===== config.mk =====
export PLATFORM = sky130hd
export DESIGN_NAME = mdio_gateway_master
export DESIGN_NICKNAME = d
export VERILOG_FILES = /design/src/rtl/mdio_gw_pkg.sv /design/src/rtl/mdio_gw_regs.sv /design/src/rtl/mdio_mdc_gen.sv /design/src/rtl/mdio_frame_engine.sv /design/src/rtl/mdio_gateway_master.sv
export SDC_FILE = /design/constraint.sdc
export NUM_CORES = 1
export LEC_CHECK = 0
export BUFFER_PORTS_ARGS = -buffer_cell sky130_fd_sc_hd__buf_4
export CAP_MARGIN = 25
export CORE_MARGIN = 4
export CORE_UTILIZATION = 40
export DETAILED_ROUTE_END_ITERATION = 7
export SLEW_MARGIN = 20
export SYNTH_ARGS = -nofsm -noshare
export SYNTH_HDL_FRONTEND = slang
export SYNTH_SLANG_ARGS = --single-unit

===== constraint.sdc =====
create_clock -name clk -period 6.4 [get_ports clk]
set_input_delay 0.96 -clock clk [delete_from_list [all_inputs] [get_ports clk]]
set_output_delay 0.96 -clock clk [all_outputs]
set_load 0.05 [all_outputs]

===== src/rtl/mdio_gw_pkg.sv =====
package mdio_gw_pkg;
  localparam int WORD_W      = 32;
  localparam int BUSY_BIT    = 30;
  localparam int ST1_BIT     = 28;
  localparam int OP_LSB      = 26;
  localparam int PHY_LSB     = 21;
  localparam int REG_LSB     = 16;
  localparam int ADR_W       = 5;
  localparam int DATA_W      = 16;
  localparam int CFG_FIELD_W = 8;
  localparam int CFG_PER_LSB = 8;
  localparam int CFG_IN_LSB  = 16;
  localparam int CFG_OUT_LSB = 24;

  localparam logic [1:0] OP_WR = 2'b01;
  localparam logic [1:0] OP_RD = 2'b10;

  localparam int PRE_LEN   = 32;
  localparam int BODY_LEN  = 32;
  localparam int FRAME_LEN = PRE_LEN + BODY_LEN;
  localparam int TA_IDX    = PRE_LEN + 14;
  localparam int DATA_IDX  = PRE_LEN + 16;

  typedef struct packed {
    logic              rd;
    logic [ADR_W-1:0]  phy;
    logic [ADR_W-1:0]  regad;
    logic [DATA_W-1:0] wdata;
  } mdio_cmd_t;

  function automatic logic [BODY_LEN-1:0] body_word(mdio_cmd_t c);
    return {2'b01, (c.rd ? OP_RD : OP_WR), c.phy, c.regad,
            (c.rd ? 2'b11 : 2'b10), c.wdata};
  endfunction
endpackage


===== src/rtl/mdio_gw_regs.sv =====
module mdio_gw_regs
  import mdio_gw_pkg::*;
#(
  parameter int          ADDR_W    = 3,
  parameter int          GW_ADDR   = 0,
  parameter int          CFG_ADDR  = 4,
  parameter logic [31:0] CFG_RESET = 32'h0D06_1315
) (
  input  logic                   clk,
  input  logic                   rst_n,
  input  logic                   wr_en,
  input  logic [ADDR_W-1:0]      addr,
  input  logic [WORD_W-1:0]      wdata,
  output logic [WORD_W-1:0]      rdata,
  input  logic                   done,
  input  logic [DATA_W-1:0]      rx_data,
  output logic                   busy,
  output logic                   lock,
  output logic                   start,
  output logic                   abort,
  output mdio_cmd_t              cmd,
  output logic [CFG_FIELD_W-1:0] period,
  output logic [CFG_FIELD_W-1:0] in_off,
  output logic [CFG_FIELD_W-1:0] out_off
);
  logic [WORD_W-1:0] gw_q, cfg_q;
  logic busy_q, lock_q;
  logic sel_gw, sel_cfg, wr_gw, well_formed;
  logic [1:0] wop;

  assign sel_gw  = (addr == ADDR_W'(GW_ADDR));
  assign sel_cfg = (addr == ADDR_W'(CFG_ADDR));
  assign wr_gw   = wr_en && sel_gw;
  assign wop     = wdata[OP_LSB +: 2];

  assign well_formed = wdata[BUSY_BIT] && wdata[ST1_BIT] &&
                       ((wop == OP_WR) || (wop == OP_RD));
  assign abort = wr_gw && (wdata == '0);
  assign start = wr_gw && !abort && well_formed && !busy_q && !lock_q;

  always_ff @(posedge clk or negedge rst_n) begin
    if (!rst_n) begin
      gw_q   <= '0;
      busy_q <= 1'b0;
      lock_q <= 1'b0;
    end else if (abort) begin
      gw_q   <= '0;
      busy_q <= 1'b0;
      lock_q <= 1'b0;
    end else if (start) begin
      gw_q   <= wdata;
      busy_q <= 1'b1;
    end else if (done) begin
      busy_q         <= 1'b0;
      lock_q         <= 1'b1;
      gw_q[BUSY_BIT] <= 1'b0;
      if (cmd.rd) gw_q[DATA_W-1:0] <= rx_data;
    end
  end

  always_ff @(posedge clk or negedge rst_n) begin
    if (!rst_n)                          cfg_q <= CFG_RESET;
    else if (wr_en && sel_cfg && !busy_q) cfg_q <= wdata;
  end

  always_comb begin
    rdata = '0;
    if (sel_gw)       rdata = gw_q;
    else if (sel_cfg) rdata = cfg_q;
  end

  assign busy      = busy_q;
  assign lock      = lock_q;
  assign cmd.rd    = (gw_q[OP_LSB +: 2] == OP_RD);
  assign cmd.phy   = gw_q[PHY_LSB +: ADR_W];
  assign cmd.regad = gw_q[REG_LSB +: ADR_W];
  assign cmd.wdata = gw_q[DATA_W-1:0];
  assign period    = cfg_q[CFG_PER_LSB +: CFG_FIELD_W];
  assign in_off    = cfg_q[CFG_IN_LSB +: CFG_FIELD_W];
  assign out_off   = cfg_q[CFG_OUT_LSB +: CFG_FIELD_W];
endmodule


===== src/rtl/mdio_mdc_gen.sv =====
module mdio_mdc_gen #(
  parameter int DIV_W = 8
) (
  input  logic             clk,
  input  logic             rst_n,
  input  logic             run,
  input  logic             abort,
  input  logic [DIV_W-1:0] period,
  input  logic [DIV_W-1:0] in_off,
  input  logic [DIV_W-1:0] out_off,
  output logic             mdc,
  output logic             drive_evt,
  output logic             samp_evt,
  output logic             fall_evt
);
  logic [DIV_W-1:0] ph;
  logic [DIV_W-1:0] in_eff, out_eff;
  logic mdc_q;

  assign in_eff  = (in_off  > period) ? period : in_off;
  assign out_eff = (out_off > period) ? period : out_off;

  always_ff @(posedge clk or negedge rst_n) begin
    if (!rst_n) begin
      ph    <= '0;
      mdc_q <= 1'b0;
    end else if (!run || abort) begin
      ph    <= '0;
      mdc_q <= 1'b0;
    end else if (ph == period) begin
      ph    <= '0;
      mdc_q <= ~mdc_q;
    end else begin
      ph <= ph + 1'b1;
    end
  end

  assign mdc       = mdc_q;
  assign drive_evt = run && !mdc_q && (ph == out_eff);
  assign samp_evt  = run &&  mdc_q && (ph == in_eff);
  assign fall_evt  = run &&  mdc_q && (ph == period);
endmodule


===== src/rtl/mdio_frame_engine.sv =====
module mdio_frame_engine
  import mdio_gw_pkg::*;
(
  input  logic              clk,
  input  logic              rst_n,
  input  logic              start,
  input  logic              abort,
  input  mdio_cmd_t         cmd,
  input  logic              drive_evt,
  input  logic              samp_evt,
  input  logic              fall_evt,
  input  logic              mdio_i,
  output logic              mdio_o,
  output logic              mdio_oe,
  output logic              done,
  output logic [DATA_W-1:0] rx_data
);
  localparam int CNT_W = $clog2(FRAME_LEN);

  logic             active;
  logic [CNT_W-1:0] bitn;
  logic [DATA_W-1:0] rx_q, rx_shift;
  logic [BODY_LEN-1:0] body;
  logic [4:0] bidx;
  logic cur_bit, last, in_ta_or_data, in_data, take_in;

  assign body          = body_word(cmd);
  assign bidx          = 5'(FRAME_LEN - 1 - int'(bitn));
  assign cur_bit       = (int'(bitn) < PRE_LEN) ? 1'b1 : body[bidx];
  assign last          = (bitn == CNT_W'(FRAME_LEN - 1));
  assign in_ta_or_data = (bitn >= CNT_W'(TA_IDX));
  assign in_data       = (bitn >= CNT_W'(DATA_IDX));
  assign take_in       = active && samp_evt && cmd.rd && in_data;
  assign rx_shift      = {rx_q[DATA_W-2:0], mdio_i};

  always_ff @(posedge clk or negedge rst_n) begin
    if (!rst_n) begin
      active  <= 1'b0;
      bitn    <= '0;
      rx_q    <= '0;
      mdio_o  <= 1'b1;
      mdio_oe <= 1'b0;
    end else if (abort) begin
      active  <= 1'b0;
      mdio_oe <= 1'b0;
    end else if (start) begin
      active  <= 1'b1;
      bitn    <= '0;
      mdio_o  <= 1'b1;
      mdio_oe <= 1'b0;
    end else if (active) begin
      if (drive_evt) begin
        mdio_o  <= cur_bit;
        mdio_oe <= !(cmd.rd && in_ta_or_data);
      end
      if (take_in) rx_q <= rx_shift;
      if (fall_evt) begin
        if (last) begin
          active  <= 1'b0;
          mdio_oe <= 1'b0;
        end else begin
          bitn <= bitn + 1'b1;
        end
      end
    end
  end

  assign done    = active && fall_evt && last;
  assign rx_data = take_in ? rx_shift : rx_q;
endmodule


===== src/rtl/mdio_gateway_master.sv =====
module mdio_gateway_master
  import mdio_gw_pkg::*;
#(
  parameter int          ADDR_W    = 3,
  parameter logic [31:0] CFG_RESET = 32'h0D06_1315
) (
  input  logic              clk,
  input  logic              rst_n,
  input  logic              csr_wr_en,
  input  logic [ADDR_W-1:0] csr_addr,
  input  logic [31:0]       csr_wdata,
  output logic [31:0]       csr_rdata,
  output logic              mdc,
  output logic              mdio_o,
  output logic              mdio_oe,
  input  logic              mdio_i
);
  logic busy_w, lock_w, start_w, abort_w, done_w;
  logic drive_evt_w, samp_evt_w, fall_evt_w;
  mdio_cmd_t cmd_w;
  logic [DATA_W-1:0] rx_w;
  logic [CFG_FIELD_W-1:0] period_w, in_off_w, out_off_w;

  mdio_gw_regs #(
    .ADDR_W(ADDR_W), .GW_ADDR(0), .CFG_ADDR(4), .CFG_RESET(CFG_RESET)
  ) u_regs (
    .clk(clk), .rst_n(rst_n), .wr_en(csr_wr_en), .addr(csr_addr),
    .wdata(csr_wdata), .rdata(csr_rdata), .done(done_w), .rx_data(rx_w),
    .busy(busy_w), .lock(lock_w), .start(start_w), .abort(abort_w),
    .cmd(cmd_w), .period(period_w), .in_off(in_off_w), .out_off(out_off_w)
  );

  mdio_mdc_gen #(.DIV_W(CFG_FIELD_W)) u_mdc (
    .clk(clk), .rst_n(rst_n), .run(busy_w), .abort(abort_w),
    .period(period_w), .in_off(in_off_w), .out_off(out_off_w),
    .mdc(mdc), .drive_evt(drive_evt_w), .samp_evt(samp_evt_w),
    .fall_evt(fall_evt_w)
  );

  mdio_frame_engine u_eng (
    .clk(clk), .rst_n(rst_n), .start(start_w), .abort(abort_w),
    .cmd(cmd_w), .drive_evt(drive_evt_w), .samp_evt(samp_evt_w),
    .fall_evt(fall_evt_w), .mdio_i(mdio_i), .mdio_o(mdio_o),
    .mdio_oe(mdio_oe), .done(done_w), .rx_data(rx_w)
  );
endmodule


== Word-level counts from Yosys, hierarchy flattened ==
Index checks and enable logic that the tools add are counted.

* Logic and storage cells: 124
* Output and inout bits: 35
* Bits of input ports: 39
* Bits in registers: 100

* Reduce and logical (&&, ||, !) cells: 44
* Order comparisons: 6
* Equality and inequality tests: 10
* Add/subtract/negate cells: 3
* Bitwise gates (word level): 3
* Mux-type cells: 45

{| class="wikitable"
|+ Operator list
! operator !! number
|-
| two-way mux 32 bit || 3
|-
| two-way mux 16 bit || 4
|-
| zero test 32 bit || 1
|-
| two-way mux 8 bit || 4
|-
| two-way mux 1 bit || 27
|-
| == test 8 bit || 3
|-
| two-way mux 6 bit || 4
|-
| logical AND 1 bit || 21
|-
| greater-than comparator 8 bit || 2
|-
| two-way mux 14 bit || 1
|-
| >= comparator 6 bit (second input constant) || 2
|-
| nonzero test 2 bit || 6
|-
| nonzero test 3 bit || 3
|-
| adder 8 x 1 -> 8 bit (second input constant) || 1
|-
| adder 6 x 1 -> 6 bit (second input constant) || 1
|-
| == test 6 bit (second input constant) || 1
|-
| < comparator 5 x 6 -> 1 bit (second input constant) || 1
|-
| < comparator 6 bit (second input constant) || 1
|-
| AND reduction 3 bit || 2
|-
| binary-select mux 1 bit (select 5 bit) || 1
|-
| zero test 1 bit || 5
|-
| subtractor 5 bit (first input constant) || 1
|-
| == test 2 bit (second input constant) || 2
|-
| AND reduction 2 bit || 2
|-
| 9 further kinds || 12
|}

== Depth between registers and ports, before layout ==
Gate-level depths: netlist of the first run.

* Depth in word-level cells: 12
* Depth in mapped cells: 11

== Hierarchy ==
A second synthesis of the first run with hierarchy kept.

* Cell total of the unflattened synthesis: 630
* Area total of the unflattened synthesis: 6468.7 µm²

{| class="wikitable"
|+ By module, submodules not included
! module !! seq. area each (µm²) !! cells an instance !! area an instance (µm²) !! times used
|-
| mdio_gw_regs || 1665.3 || 329 || 3510.9 || 1
|-
| mdio_frame_engine || 626.9 || 150 || 1710.4 || 1
|-
| mdio_mdc_gen || 225.2 || 151 || 1247.4 || 1
|}

== Least setup slack after synthesis of the first run ==
OpenSTA, ideal clock, no wires.

* Path type: input port to output port
* Start: input port csr_addr[1]
* End: output port csr_rdata[10]
* Buffers on the path: 1
* Required time: 5440 ps
* Cell stages on the path: 3
* Arrival: 2169 ps
* Setup slack: 3271 ps
* Cell sequence: nor3b_1 -> clkbuf_1 -> a22o_1

* Word-level cells in the longest chain between the ends: 3
* Elaborated cells on any way between the ends: 4
* Those cells by class: 1 x eq/ne; 2 x mux; 1 x reduce/logical

{| class="wikitable"
|+ Ends and longest elaborated chain
! what !! RTL line !! RTL
|-
| from (decl) || mdio_gateway_master.sv:10 || <nowiki>input logic [ADDR_W-1:0] csr_addr,</nowiki>
|-
| == test 3 bit || mdio_gw_regs.sv:32 || <nowiki>assign sel_cfg = (addr == ADDR_W'(CFG_ADDR));</nowiki>
|-
| two-way mux 32 bit || mdio_gw_regs.sv:69 || <nowiki>else if (sel_cfg) rdata = cfg_q;</nowiki>
|-
| two-way mux 32 bit (*) || mdio_gw_regs.sv:68 || <nowiki>if (sel_gw) rdata = gw_q;</nowiki>
|-
| to (decl) || mdio_gateway_master.sv:12 || <nowiki>output logic [31:0] csr_rdata,</nowiki>
|}

Mark *: on every way between the ends. The rest lies on a longest branch, timed or not.

== Worst setup path after layout of the first run ==
* Start: register u_regs.cfg_q[9]
* End: register u_eng.rx_q[0]

* Word-level cells in the longest chain between the ends: 8

{| class="wikitable"
|+ Ends and longest elaborated chain
! what !! RTL line !! RTL
|-
| from (decl) || mdio_gw_regs.sv:26 || <nowiki>logic [WORD_W-1:0] gw_q, cfg_q;</nowiki>
|-
| from (signal assigned) || mdio_gw_regs.sv:63 || <nowiki>else if (wr_en && sel_cfg && !busy_q) cfg_q <= wdata;</nowiki>
|-
| greater-than comparator 8 bit || mdio_mdc_gen.sv:20 || <nowiki>assign in_eff = (in_off > period) ? period : in_off;</nowiki>
|-
| two-way mux 8 bit (*) || mdio_mdc_gen.sv:20 ||
|-
| == test 8 bit (*) || mdio_mdc_gen.sv:40 || <nowiki>assign samp_evt = run && mdc_q && (ph == in_eff);</nowiki>
|-
| logical AND 1 bit (*) || mdio_mdc_gen.sv:40 ||
|-
| logical AND 1 bit (*) (3 in series) || mdio_frame_engine.sv:33 || <nowiki>assign take_in = active && samp_evt && cmd.rd && in_data;</nowiki>
|-
| two-way mux 16 bit (*) || n/a ||
|-
| to (signal assigned) || mdio_frame_engine.sv:56 || <nowiki>if (take_in) rx_q <= rx_shift;</nowiki>
|-
| to (decl) || mdio_frame_engine.sv:22 || <nowiki>logic [DATA_W-1:0] rx_q, rx_shift;</nowiki>
|}

Marks and branches as above.
A chain may end at the register's enable or synchronous reset.

==> results of run 1 <==
## layout make-up
cell class                 instances  area share [%]
sequential                       100           37.70
timing repair buffer              79           8.881
tap                              180           3.373
inverter                          18           1.012
multi-input combinational        366           44.37
clock buffer                      11           3.785
clock inverter                     5          0.8806
## cells by family (layout without fill, tap and decap cells)
logic type / after synthesis / in the layout / synth area share [%]
muxes: 59 / 59 / 13.78
DFF: 100 / 100 / 44.14
AOI/OAI and AO/OA: 115 / 115 / 15.75
xor gates and xnor gates: 32 / 32 / 4.914
buffers and inverters: 53 / 113 / 4.125
adders and majority gates: 20 / 20 / 4.388
and+or+nand+nor: 140 / 140 / 12.90
## registers in the layout, summed over array words and instances, names as in the netlist
| register | flops |
|---|---|
| u_eng.active | 1 |
| u_eng.bitn | 6 |
| u_eng.mdio_o | 1 |
| u_eng.mdio_oe | 1 |
| u_eng.rx_q | 16 |
| u_mdc.mdc | 1 |
| u_mdc.ph | 8 |
| u_regs.busy | 1 |
| u_regs.cfg_q | 32 |
| u_regs.gw_q | 32 |
| u_regs.lock | 1 |
## cells in the final DEF, fill, tap and decap left out, drive strengths merged, types with 4 or more instances in the layout
cell type,n
a21oi,10
mux4,8
inv,19
mux2,46
or3,4
a22oi,16
mux2i,5
nor2b,4
nand4,12
buf,79
o211ai,18
xor2,17
and3,6
nand2,35
clkbuf,11
nand3,29
nor2,20
a22o,44
xnor2,15
o21ai,11
dfstp,12
ha,20
dfrtp,88
nor4,11
## final timing paths
path | to | slack, ns
worst min-delay path | u_regs.gw_q[28] | 0.50
min in group asynchronous | u_mdc.ph[0] | 0.55
max in group asynchronous | u_eng.bitn[4] | 4.63
worst max-delay path | u_eng.rx_q[0] | 2.30
worst min register to register | u_regs.gw_q[28] | 0.50
worst max register to register | u_eng.rx_q[0] | 2.30
## per-layer routing
metal / vias up / share of wire, % / wire, um / GRT usage [%]
li1: 2053 / - / - / -
met1: 2271 / 45 / 7096 / 27.42
met2: 156 / 47 / 7494 / 31.90
met3: 21 / 6.6 / 1059 / 5.393
met4: 0 / 1.8 / 288 / 5.489
met5: - / 0 / 0 / 0
## power groups by stage
stage / sequential (mW) / clock [mW] / combinational [mW]
floorplan: 0.815 / 0 / 0.367
global placement: 0.870 / 0 / 0.465
detailed placement: 0.873 / 0 / 0.481
CTS: 0.861 / 0.581 / 0.483
global route: 0.876 / 0.609 / 0.530
finish: 0.861 / 0.570 / 0.479
## worst reg2reg max path, cell delays in order, from the launching register on
cell and delay [ns]:
dfstp_2 0.58, inv_1 0.09, ha_1 0.30, nor2b_1 0.12
o211ai_1 0.09, a211oi_1 0.48, o221ai_1 0.26, a22oi_4 0.75
and3_1 0.89, mux2_2 0.43
## per-stage QoR
stage	utilization (%)	worst slack [ns]	instances
floorplan	-	3.271	519
global placement	45.68	2.402	743
detailed placement	45.68	2.340	743
CTS	47.91	2.298	759
global route	47.92	2.045	759
finish	47.92	2.297	759
==> qor.yml, run 1 <==
routed_via_density: 5.930
row_count: 43
yosys.area.top_type: "dfrtp_1"
cp_cell_sequence: "inv_1, ha_1, nor2b_1, o211ai_1, a211oi_1, o221ai_1, a22oi_4, and3_1, mux2_2"
synth_cells: 519
firstDrtPassIters: 5
syn_area_per_cell_um2: 10.99
yosys.cell_count.top_type: "dfrtp_1"
multi_input_area_um2: 2963
core_um2: 13930
clkSinkCount: 100
num_io_pins: 74
wl_mm: 15.94
whs_ns: 0.4978
cts_setup_buffers: 0
drive_gt1_share_pct: 29.36
grt_usage_pct: 20.16
ant_nets: 0
crit_start: "u_regs.cfg_q[9]"
crit_type: "reg2reg"
p_clk_share_pct: 29.8
insertion_delay_ns: 0.35
crit_required_ns: 6.64
path_depth: 9
hold_path_depth: 2
synth_warnings: 0
drt_iter0_drc: 453
yosys_most_used_dff: "dfrtp_1"
min_period_ns: 4.103
worstMarginPinSlew_ns: 0.9299
grt_max_degree: 67
die_w_um: 127.4
p_int_mw: 1.283
max-cap-violations: 0
grt_pass1_vias: 4466
root_buffer: "clkbuf_16"
sw_frac_of_total_pct: 32.82
max_freq_ghz: 0.2437
layout_worst_path_cycle_share_pct: 64.11
place_hpwl_mm: 11.59
slowest_stage: "and3_1"
power_frac_comb_pct: 25.1
async_flop_share_pct: 100.0
die-area_um2: 16230
slew-limit-headroom_pct: 38.01
p_seq_share_pct: 45.1
hold_viol: 0
nNetsFinal: 633
cts_buffer_depth: 2
skew_ns: 0.007795
finalMaxSlewViolations: 0
cts.repair.resized: 0
r2r_start: "u_regs.cfg_q[9]"
syn2layout_area_growth_pct: 17.09
antenna_found_initial: 0
design_area_um2: 6678
synthTopCellsByArea: "dfrtp_1 39%, mux2_2 7.1%, a22o_1 6.8%"
status: "finished, final reports clean"
wl_per_cell_um: 21.00
grt_remaining_overflow: 0
seq_area_frac_synth_pct: 44.14
cts_tree: "done"
synth_edf_count: 0
report.power.total_mw: 1.910
regArea_um2: 2517
cts-htree-levels: 3
holdCritPathClass: "reg2reg"
postCtsHoldBufs: 0
synth_seq_cells: 100
syn_area_um2: 5703
drc_errors: 0
diodes: 0
synth_cell_type_count: 54
hold_start: "u_regs.gw_q[28]"
path_max_fanout: 32
die_h_um: 127.4
cpPeakStageDelay_ns: 0.88
synth.top_cell.area_share_pct: 38.61
start_util_pct: 40.93
leakagePower_nw: 2.952
place_area_um2: 6365
grt_first_pass_wirelength_mm: 25.61
crit_buf_inv: 1
via_count: 4501
start_kind: "flip-flop"
gp_congestion: 0.9472
reg2reg_depth: 9
clkTransAtPathRegs_ns: 0.07
worstPathArrival_ns: 4.34
n_fill_cell: 1279
cp-end-kind: "flip-flop"
numCtsBuffers: 9
port_buffers: 73
rsz0062_at_grt: "no"
power.switching_mw: 0.6268
power-per-cell-area_nw_per_um2: 286.1
synth_nets: 578
tns_ns: 0
synth_commonest_cells: "88 x dfrtp_1, 44 x a22o_1, 36 x mux2_2"
irDropWorstVdd_uv: 159.0
cp_top_family: "compound AO/OA/AOI/OAI gates"
finalSetupViolCount: 0
Power figures use the tool's default switching activity.
==> inputs of run 2 (changes only) <==
==> constraint.sdc (replaced) <==
create_clock -name clk -period 3.8 [get_ports clk]
set_input_delay 0.57 -clock clk [delete_from_list [all_inputs] [get_ports clk]]
set_output_delay 0.57 -clock clk [all_outputs]
set_load 0.05 [all_outputs]
==> run 2 against run 1 <==
  * Non-clock buffer count rose by 9
  * First-iteration DRC count fell by 43%
  * Via count rose by 0.73%
  * Sequential share of layout area fell by 0.32 points
  * Sequential power rose by 66%
==> qor.yml, run 2 (same netlist as run 1, synthesis figures left out) <==
firstDrtPassIters: 5
min_period_ns: 3.088
p_seq_share_pct: 44.5
tns_ns: 0
cpPeakStageDelay_ns: 0.58
wl_mm: 15.99
cts_buffer_depth: 2
die_w_um: 127.4
max-cap-violations: 0
skew_ns: 0.01115
reg2reg_slack_ns: 0.71
port_buffers: 73
diodes: 0
wl_per_cell_um: 20.82
p_clk_share_pct: 29.6
cp-end-kind: "flip-flop"
worstPathArrival_ns: 3.34
numCtsBuffers: 9
grt_usage_pct: 20.57
power_frac_comb_pct: 25.9
rsz0062_at_grt: "no"
gp_congestion: 0.9241
via_count: 4534
crit_start: "u_regs.cfg_q[9]"
grt_max_degree: 38
p_int_mw: 2.151
die_h_um: 127.4
clkSinkCount: 100
slew-limit-headroom_pct: 58.22
grt_first_pass_wirelength_mm: 26.06
drt_iter0_drc: 259
finalMaxSlewViolations: 0
syn2layout_area_growth_pct: 18.10
num_io_pins: 74
cts.repair.resized: 0
row_count: 43
routed_via_density: 5.904
sw_frac_of_total_pct: 33.01
holdCritPathClass: "in2async"
leakagePower_nw: 2.997
drc_errors: 0
place_hpwl_mm: 11.85
root_buffer: "clkbuf_16"
die-area_um2: 16230
status: "finished, final reports clean"
layout_common_cells: "88 x buf_4, 88 x dfrtp_1, 44 x a22o_1, 36 x mux2_2, 35 x nand2_1"
grt_pass1_vias: 4612
reg2reg_depth: 10
insertion_delay_ns: 0.36
worstMarginPinSlew_ns: 0.6267
max_freq_ghz: 0.3239
ant_nets: 0
postCtsHoldBufs: 0
core_um2: 13930
irDropWorstVdd_uv: 289.8
cts_setup_buffers: 0
hold_viol: 0
cp_cell_sequence: "inv_1, ha_1, nor2b_1, o211ai_1, a211oi_1, or4_4, a22oi_4, and3_1, buf_4, mux2_2"
path_max_fanout: 16
r2r_end: "u_eng.rx_q[2]"
finalSetupViolCount: 0
cts-htree-levels: 3
layout_worst_path_cycle_share_pct: 81.26
r2r_start: "u_regs.cfg_q[9]"
crit_required_ns: 4.05
slowest_stage: "dfstp_2"
nNetsFinal: 642
antenna_found_initial: 0
clkTransAtPathRegs_ns: 0.07
start_kind: "flip-flop"
crit_type: "reg2reg"
grt_remaining_overflow: 0
top_regs: "u_regs.cfg_q: 32 flops, u_regs.gw_q: 32 flops, u_eng.rx_q: 16 flops"
drive_gt1_share_pct: 30.10
start_util_pct: 40.93
cts_tree: "done"
whs_ns: 0.1651
power.switching_mw: 1.060
power-per-cell-area_nw_per_um2: 476.7
run 2: cell types whose count changed in the layout (fill, tap and decap cells not counted), sizes merged:
cell and change:
clkinv +1, clkinvlp -1, buf +9
run 2: how the worst max path moves through the flow:
stage | end | slack [ns] | depth (start not counted)
floorplan | u_eng.rx_q[10] | 0.93 | 11
global placement | u_eng.rx_q[3] | 0.67 | 10
detailed placement | u_regs.gw_q[13] | 0.66 | 10
CTS | u_eng.rx_q[14] | 0.71 | 10
global route | u_eng.rx_q[2] | 0.49 | 10
finish | u_eng.rx_q[2] | 0.71 | 10
run 2: metal layers:
| metal | global-route usage, % | share of wire, % |
|---|---|---|
| met1 | 28.77 | 44 |
| met3 | 4.348 | 6.6 |
| met2 | 31.03 | 46 |
| met5 | 0 | 0 |
| met4 | 8.517 | 3.3 |
run 2: power by group through the flow:
stage	combinational, mW	sequential [mW]	clock (mW)
4_1_cts	0.838	1.43	0.971
6_report	0.832	1.43	0.950
2_1_floorplan	0.618	1.37	0
5_1_grt	0.921	1.45	1.02
3_3_place_gp	0.819	1.44	0
3_5_place_dp	0.833	1.45	0
run 2: layout make-up:
cell class                 instances  area (um^2)
fill                            1272         7199
multi-input combinational        366         2962
sequential                       100         2517
timing repair buffer              88        660.6
clock buffer                      11        242.7
tap                              180        225.2
inverter                          18        67.56
clock inverter                     5        60.06
run 2: worst max-delay path, delay by kind of cell, from the launching register on:
family / cells / cell delay, ns
mux: 1 / 0.38
simple gates: 3 / 0.89
fa+ha+maj: 1 / 0.31
flops: 1 / 0.58
compound gates: 3 / 0.44
buf+inv: 2 / 0.38
run 2: per-stage QoR:
step	power [mW]	util [%]	setup WS (ns)	cells	area, um^2
after floorplan	1.991	-	0.9271	519	5703
after global placement	2.260	46.16	0.6650	752	6432
after detailed placement	2.279	46.16	0.6559	752	6432
after CTS	3.235	48.33	0.7108	768	6735
after global routing	3.389	48.33	0.4921	768	6735
final	3.210	48.33	0.7122	768	6735
